## config.mk

```make
export PLATFORM = sky130hd
export DESIGN_NAME = pcm_slot_mapper
export DESIGN_NICKNAME = d
export VERILOG_FILES = /design/src/rtl/pcm_slot_pkg.sv /design/src/rtl/pcm_slot_ctrl.sv /design/src/rtl/pcm_slot_dp.sv /design/src/rtl/pcm_slot_mapper.sv
export SDC_FILE = /design/constraint.sdc
export NUM_CORES = 1
export LEC_CHECK = 0
export BUFFER_PORTS_ARGS = -buffer_cell sky130_fd_sc_hd__clkbuf_2
export CORE_MARGIN = 2
export CORE_UTILIZATION = 45
export CTS_CLUSTER_SIZE = 28
export DETAILED_ROUTE_END_ITERATION = 12
export PLACE_DENSITY = 0.66
export SLEW_MARGIN = 20
export SYNTH_ARGS = -nofsm -noshare
export SYNTH_HDL_FRONTEND = slang
export SYNTH_SLANG_ARGS = --single-unit
```

## constraint.sdc

```tcl
create_clock -name clk -period 9.1 [get_ports clk]
set_input_delay 0.455 -clock clk [delete_from_list [all_inputs] [get_ports clk]]
set_output_delay 0.455 -clock clk [all_outputs]
set_load 0.05 [all_outputs]
```

## src/rtl/pcm_slot_pkg.sv

```systemverilog
package pcm_slot_pkg;
  localparam int unsigned SLOT_IDX_W = 8;   // supports up to 256 slots
  localparam int unsigned SAMPLE_W   = 16;
  localparam int unsigned BYTE_W     = 8;
  localparam int unsigned NUM_HWY    = 2;

  typedef struct packed {
    logic                  frameStart;
    logic                  slotValid;
    logic [SLOT_IDX_W-1:0] slot;
    logic [2:0]            bitIdx;
  } slot_strobe_t;
endpackage

```

## src/rtl/pcm_slot_ctrl.sv

```systemverilog
module pcm_slot_ctrl
  import pcm_slot_pkg::*;
#(
  parameter int unsigned NUM_SLOTS = 128,
  parameter int unsigned OFF_W     = 3
) (
  input  logic             clk,
  input  logic             rstN,
  input  logic             fs,
  input  logic [OFF_W-1:0] clkSlot,
  output slot_strobe_t     strb
);
  localparam int unsigned FRAME_BITS = NUM_SLOTS * BYTE_W;
  localparam int unsigned CNT_W      = $clog2(FRAME_BITS + (1 << OFF_W)) + 1;
  localparam logic [CNT_W-1:0] CNT_IDLE = '1;

  logic [CNT_W-1:0] bitCnt;
  logic [CNT_W-1:0] pos;

  always_ff @(posedge clk or negedge rstN) begin
    if (!rstN)                  bitCnt <= CNT_IDLE;
    else if (fs)                bitCnt <= '0;
    else if (bitCnt != CNT_IDLE) bitCnt <= bitCnt + 1'b1;
  end

  always_comb begin
    pos             = bitCnt - CNT_W'(clkSlot);
    strb.frameStart = fs;
    strb.slotValid  = (bitCnt != CNT_IDLE) && (bitCnt >= CNT_W'(clkSlot)) &&
                      (pos < CNT_W'(FRAME_BITS));
    strb.slot       = SLOT_IDX_W'(pos >> 3);
    strb.bitIdx     = pos[2:0];
  end

  AST_FRAME_ORIGIN: assert property (@(posedge clk) disable iff (!rstN)
    (fs && clkSlot == '0) |=> (strb.slotValid && strb.slot == '0 && strb.bitIdx == 3'd0));
endmodule

```

## src/rtl/pcm_slot_dp.sv

```systemverilog
module pcm_slot_dp
  import pcm_slot_pkg::*;
#(
  parameter int unsigned NUM_CH    = 4,
  parameter int unsigned NUM_SLOTS = 128,
  localparam int unsigned SLOT_W   = $clog2(NUM_SLOTS)
) (
  input  logic                         clk,
  input  logic                         rstN,
  input  slot_strobe_t                 strb,
  input  logic [NUM_CH-1:0]            chEn,
  input  logic [NUM_CH-1:0]            hwySel,
  input  logic [NUM_CH-1:0]            linMode,
  input  logic [NUM_CH*SLOT_W-1:0]     txSlot,
  input  logic [NUM_CH*SLOT_W-1:0]     rxSlot,
  input  logic                         txOnFall,
  input  logic [NUM_CH*SAMPLE_W-1:0]   txSample,
  input  logic [NUM_HWY-1:0]           dr,
  output logic [NUM_HWY-1:0]           dx,
  output logic [NUM_HWY-1:0]           dxOe,
  output logic [NUM_HWY-1:0]           tscN,
  output logic [NUM_CH*SAMPLE_W-1:0]   rxSample,
  output logic [NUM_CH-1:0]            rxValid
);
  localparam int unsigned CMP_W = SLOT_IDX_W + 1;

  logic [NUM_CH-1:0] txHit, txBit;
  logic [NUM_HWY-1:0] bitNow, oeNow, fallBit, fallOe;

  for (genvar c = 0; c < NUM_CH; c++) begin : g_ch
    logic [SAMPLE_W-1:0] txHold, rxShift;
    logic [CMP_W-1:0]    curSlot, txFirst, rxFirst;
    logic                txHi, rxHit, rxLast;

    assign curSlot = CMP_W'(strb.slot);
    assign txFirst = CMP_W'(txSlot[c*SLOT_W +: SLOT_W]);
    assign rxFirst = CMP_W'(rxSlot[c*SLOT_W +: SLOT_W]);

    always_ff @(posedge clk or negedge rstN) begin
      if (!rstN)                txHold <= '0;
      else if (strb.frameStart) txHold <= txSample[c*SAMPLE_W +: SAMPLE_W];
    end

    assign txHi     = linMode[c] && (curSlot == txFirst);
    assign txHit[c] = chEn[c] && strb.slotValid &&
                      ((curSlot == txFirst) || (linMode[c] && curSlot == txFirst + 1'b1));
    assign txBit[c] = txHold[{txHi, ~strb.bitIdx}];

    assign rxHit  = chEn[c] && strb.slotValid &&
                    ((curSlot == rxFirst) || (linMode[c] && curSlot == rxFirst + 1'b1));
    assign rxLast = rxHit && (strb.bitIdx == 3'd7) &&
                    (curSlot == (linMode[c] ? rxFirst + 1'b1 : rxFirst));

    always_ff @(negedge clk or negedge rstN) begin
      if (!rstN) begin
        rxShift    <= '0;
        rxValid[c] <= 1'b0;
        rxSample[c*SAMPLE_W +: SAMPLE_W] <= '0;
      end else begin
        rxValid[c] <= rxLast;
        if (rxHit) rxShift <= {rxShift[SAMPLE_W-2:0], dr[hwySel[c]]};
        if (rxLast)
          rxSample[c*SAMPLE_W +: SAMPLE_W] <= linMode[c] ?
            {rxShift[SAMPLE_W-2:0], dr[hwySel[c]]} :
            {{BYTE_W{1'b0}}, rxShift[BYTE_W-2:0], dr[hwySel[c]]};
      end
    end

    AST_RX_ONE_PERIOD: assert property (@(negedge clk) disable iff (!rstN)
      rxValid[c] |=> !rxValid[c]);
  end

  for (genvar h = 0; h < NUM_HWY; h++) begin : g_hwy
    logic [NUM_CH-1:0] grant;
    always_comb begin
      grant = '0;
      for (int c = 0; c < NUM_CH; c++)
        if (txHit[c] && (hwySel[c] == h[0]) && (grant == '0)) grant[c] = 1'b1;
      oeNow[h]  = |grant;
      bitNow[h] = |(grant & txBit);
    end

    always_ff @(negedge clk or negedge rstN) begin
      if (!rstN) begin
        fallBit[h] <= 1'b0;
        fallOe[h]  <= 1'b0;
      end else begin
        fallBit[h] <= bitNow[h];
        fallOe[h]  <= oeNow[h];
      end
    end

    assign dx[h]   = txOnFall ? fallBit[h] : bitNow[h];
    assign dxOe[h] = txOnFall ? fallOe[h]  : oeNow[h];
    assign tscN[h] = ~dxOe[h];

    AST_IDLE_RELEASED: assert property (@(posedge clk) disable iff (!rstN)
      (!txOnFall && !strb.slotValid) |-> (dxOe[h] == 1'b0 && tscN[h] == 1'b1));
    AST_LOW_CHANNEL_WINS: assert property (@(posedge clk) disable iff (!rstN)
      (!txOnFall && txHit[0] && hwySel[0] == h[0]) |-> (dxOe[h] && dx[h] == txBit[0]));
  end
endmodule

```

## src/rtl/pcm_slot_mapper.sv

```systemverilog
module pcm_slot_mapper
  import pcm_slot_pkg::*;
#(
  parameter int unsigned NUM_CH    = 4,
  parameter int unsigned NUM_SLOTS = 128,
  parameter int unsigned OFF_W     = 3,
  localparam int unsigned SLOT_W   = $clog2(NUM_SLOTS)
) (
  input  logic                       clk,
  input  logic                       rstN,
  input  logic                       fs,
  input  logic [NUM_CH-1:0]          chEn,
  input  logic [NUM_CH-1:0]          hwySel,
  input  logic [NUM_CH-1:0]          linMode,
  input  logic [NUM_CH*SLOT_W-1:0]   txSlot,
  input  logic [NUM_CH*SLOT_W-1:0]   rxSlot,
  input  logic [OFF_W-1:0]           clkSlot,
  input  logic                       txOnFall,
  input  logic [NUM_CH*16-1:0]       txSample,
  input  logic [1:0]                 dr,
  output logic [1:0]                 dx,
  output logic [1:0]                 dxOe,
  output logic [1:0]                 tscN,
  output logic [NUM_CH*16-1:0]       rxSample,
  output logic [NUM_CH-1:0]          rxValid
);
  slot_strobe_t strb;

  pcm_slot_ctrl #(.NUM_SLOTS(NUM_SLOTS), .OFF_W(OFF_W)) u_ctrl (
    .clk(clk), .rstN(rstN), .fs(fs), .clkSlot(clkSlot), .strb(strb)
  );

  pcm_slot_dp #(.NUM_CH(NUM_CH), .NUM_SLOTS(NUM_SLOTS)) u_dp (
    .clk(clk), .rstN(rstN), .strb(strb), .chEn(chEn), .hwySel(hwySel),
    .linMode(linMode), .txSlot(txSlot), .rxSlot(rxSlot), .txOnFall(txOnFall),
    .txSample(txSample), .dr(dr), .dx(dx), .dxOe(dxOe), .tscN(tscN),
    .rxSample(rxSample), .rxValid(rxValid)
  );
endmodule

```

==> summary.md <==
The run finished with clean final reports. For this run, the detailed router's first-pass iteration total came to 6. Compared with the post-synthesis result, the final layout area differs by 20.1%. The number of clock sinks seen by CTS was 208. Dividing total power by cell area gives a power density of 165 nW/um^2. The fraction of the mapped netlist area in adder cells was 0.0141. After the last flow step, the layout net total stands at 1,534. The count of buffers inserted at the top-level ports is 214. The number of clock buffers added by TritonCTS is 24.

Ranked by total cell area, the synthesized netlist is headed by sky130_fd_sc_hd__dfrtn_1 26%, sky130_fd_sc_hd__mux2_2 14%, sky130_fd_sc_hd__dfrtp_1 13%, sky130_fd_sc_hd__xnor3_1 5.1%, sky130_fd_sc_hd__xnor2_1 4.3%. After detailed routing, the average wire length per cell comes to 19.4 um. The tools report the combined area of all synthesized cells as 12,700 um^2. The via count of the first global-routing pass was 9,815; the final setup violation count was 0. The count of unresolved DRC violations after routing is 0, and the final hold violation count is 0. The number of different library cells used by synthesis comes to 83. The run gives 0.54 ns as the clock latency on the worst-skew pair.

Leaving out fill and tap cells, the most frequent cells in the layout are 212 x sky130_fd_sc_hd__clkbuf_2, 159 x sky130_fd_sc_hd__mux2_2, 132 x sky130_fd_sc_hd__dfrtn_1. The placer congestion estimate is 0.940, and the share of synthesized cell area in and, or, nand and nor gates is 0.147. The complex-gate fraction of the synthesized area is 0.0764.

After clock tree synthesis, the setup repair step added 0 buffers. The summed negative setup slack over all endpoints came out at 0 ns. The share of final-layout standard cells stronger than drive strength 1 is 0.366, and the minimum hold slack is 0.129 ns.

Clock-pin slew on the worst setup and hold paths: 0.06 ns. The worst setup path is captured at a register. Hold repair after CTS inserted 0 buffers. The proportion of netlist area held by the largest area contributor is 0.259, and the post-placement cell count is 1,732. The final cell count without fillers was 1,779; the net count after synthesis was 1,304.

The worst hold path belongs to the class input port to asynchronous set/reset pin. Across the routed clock network, the largest skew measured is 0.0127 ns. The run gives 1 as the H-tree depth reported by CTS. The tools report the synthesized instance count as 1,150.

The number of max-cap violations was 0; the fraction of synthesized area in multiplexers was 0.204. Along the worst path, the maximum fanout reaches 16. The worst-case IR drop observed on VDD is 0.000155 V. Gates resized during post-CTS repair numbered 0. The fraction of registers with async set/reset is 1.00. The tools report the sequential fraction of the synthesis area as 0.410.

The static leakage came out at 0.00722 uW. The via density per instance was 5.55; the effective utilization at floorplan was 0.457. Setup repair after global routing left no endpoint under its margin.

The overall die width works out to 172 um. After the first detailed-routing iteration, the DRC count stood at 748. Total of flip-flops plus latches after synthesis: 208. Most area-hungry cell type in the Yosys netlist: sky130_fd_sc_hd__dfrtn_1.

Once detailed placement completed, the half-perimeter wirelength came to 26,000 um. The slowest stage of the critical path belongs to the cell sky130_fd_sc_hd__dfstp_2. For the pin count of the biggest net entering global routing, the log shows 117.

The first global-routing pass estimated 54,500 um of wire. The library cell used most frequently in the layout, excluding fill and tap cells, is sky130_fd_sc_hd__clkbuf_2. For the signal arrival time at the worst endpoint, the log shows 4.63 ns.

The run gives 0 as the count of warnings emitted by yosys. For this run, the slowest stage of the critical path takes 0.57 ns. The headroom to the max-slew limit is 0.361. The count of nets left with antenna violations once routing finished came out at 0.

The floorplan step defined a die boundary enclosing 29,700 um^2. For the routed via count, the log shows 9,869. Slew at the pin closest to its max-slew limit: 0.958 ns. The core region is 27,900 um^2. The initial antenna violation count was 3; the height of the die was 172 um. The number of synthesized flops with an enable pin was 0. Max-slew violation count: 0. The worst setup path is of the register to register kind.

The tools report the number of ports placed on the die boundary as 215. The mean area per synthesized cell is 11.1 um^2, and the wire length after detailed routing is 34,500 um. The tools report the total global-route track usage as 0.236. The clock passes through at most 3 buffers.

The tools report the aggregate global routing overflow as 0. The most used flip-flop cell after synthesis is sky130_fd_sc_hd__dfrtn_1. STA puts the critical path data required time at 4.93 ns. The xor and xnor area share after synthesis is 0.113. Clock tree synthesis selected as its root buffer the cell sky130_fd_sc_hd__clkbuf_16.

STA classifies the critical path startpoint as a register. Traced cell by cell, the critical path runs through inv_1 > ha_1 > fa_1 > nand2b_1 > a31oi_1 > nor2_1 > xnor2_1 > nand3_1 > or4_4 > o32a_1 > a2111oi_4 > buf_6 > mux2_2. Dominant combinational cell family by area after synthesis: multiplexers. The number of cell rows was 61. TritonCTS built the clock tree.
cells in the mapped netlist (all sizes together), types with 6 or more instances:
cell type / count
or3: 8
nand2: 85
and2: 16
xnor3: 29
nand4: 22
nor2b: 18
o21ai: 11
and3: 14
inv: 52
xor2: 26
o22ai: 7
a21oi: 17
buf: 25
or4: 6
nand2b: 13
ha: 12
nor3: 15
xnor2: 63
nor2: 58
clkbuf: 32
nor4: 14
o2111ai: 13
a31oi: 7
o31ai: 12
dfrtp: 64
dfrtn: 132
dfstp: 12
a2111oi: 7
nand3: 55
mux2i: 42
or2: 9
mux4: 16
mux2: 161
logic make-up after synthesis:
group,after synthesis
and+or+nand+nor,357
muxes,219
DFF,208
AOI/OAI and AO/OA,125
xor gates and xnor gates,118
buffers and inverters,109
adders and majority gates,14
where the power goes:
| group | leakage (uW) | switching, uW | total [uW] | internal, uW |
|---|---|---|---|---|
| Clock | 0.000429 | 407 | 1030 | 624 |
| Combinational | 0.00424 | 287 | 516 | 229 |
| Sequential | 0.00255 | 16.3 | 977 | 960 |
critical path: cells and delay by family (launching register included):
kind | cells | cell delay, ns
mux | 1 | 0.36
fa+ha+maj | 2 | 0.67
compound gates | 3 | 1.05
xor+xnor | 1 | 0.15
simple gates | 4 | 0.96
flops | 1 | 0.57
buf+inv | 2 | 0.31
registers in the layout, summed over array words and instances (netlist names):
signal	flops
u_dp.g_ch.rxShift	60
u_dp.fallOe	2
u_dp.rxSample	64
u_ctrl.bitCnt	12
u_dp.fallBit	2
u_dp.g_ch.txHold	64
u_dp.rxValid	4
cell type report:
cell class | instances | area (um^2)
Fill cell | 2480 | 12600
Multi-Input combinational cell | 833 | 7080
Sequential cell | 208 | 5220
Timing Repair Buffer | 261 | 1450
Clock buffer | 34 | 731
Tap cell | 378 | 473
Inverter | 52 | 195
Clock inverter | 10 | 139
Antenna cell | 3 | 7.51
final timing paths:
kind | startpoint | to | cells after the start | slack, ns
max | u_ctrl.bitCnt[0] | u_dp.rxSample[21] | 13 | 0.30
min reg2reg | u_dp.g_ch[1].rxShift[14] | u_dp.g_ch[1].rxShift[14] | 1 | 0.45
min | rstN | u_dp.g_ch[2].txHold[9] | 1 | 0.13
max in group asynchronous | rstN | u_dp.rxSample[63] | 2 | 3.48
min in group clk | txSample[5] | u_dp.g_ch[0].txHold[5] | 2 | 0.15
max reg2reg | u_ctrl.bitCnt[0] | u_dp.rxSample[21] | 13 | 0.30
layer usage:
| metal | wire [um] | vias up | global-route usage |
|---|---|---|---|
| li1 | - | 4659 | - |
| met5 | 12 | - | 0 |
| met1 | 14700 | 4775 | 0.318 |
| met4 | 1090 | 2 | 0.0811 |
| met2 | 15600 | 367 | 0.372 |
| met3 | 3100 | 66 | 0.0600 |
through the flow:
| stage | power (uW) | utilization | instance area, um^2 | setup WS, ns |
|---|---|---|---|---|
| 2_1_floorplan | 1320 | - | 12700 | 0.0445 |
| 3_3_place_gp | 1500 | 0.517 | 14400 | 0.355 |
| 3_5_place_dp | 1500 | 0.517 | 14400 | 0.269 |
| 4_1_cts | 2540 | 0.549 | 15300 | 0.247 |
| 5_1_grt | 2630 | 0.549 | 15300 | 0.000853 |
| 6_report | 2520 | 0.549 | 15300 | 0.298 |
No activity file was read; power rests on OpenSTA's default activity.
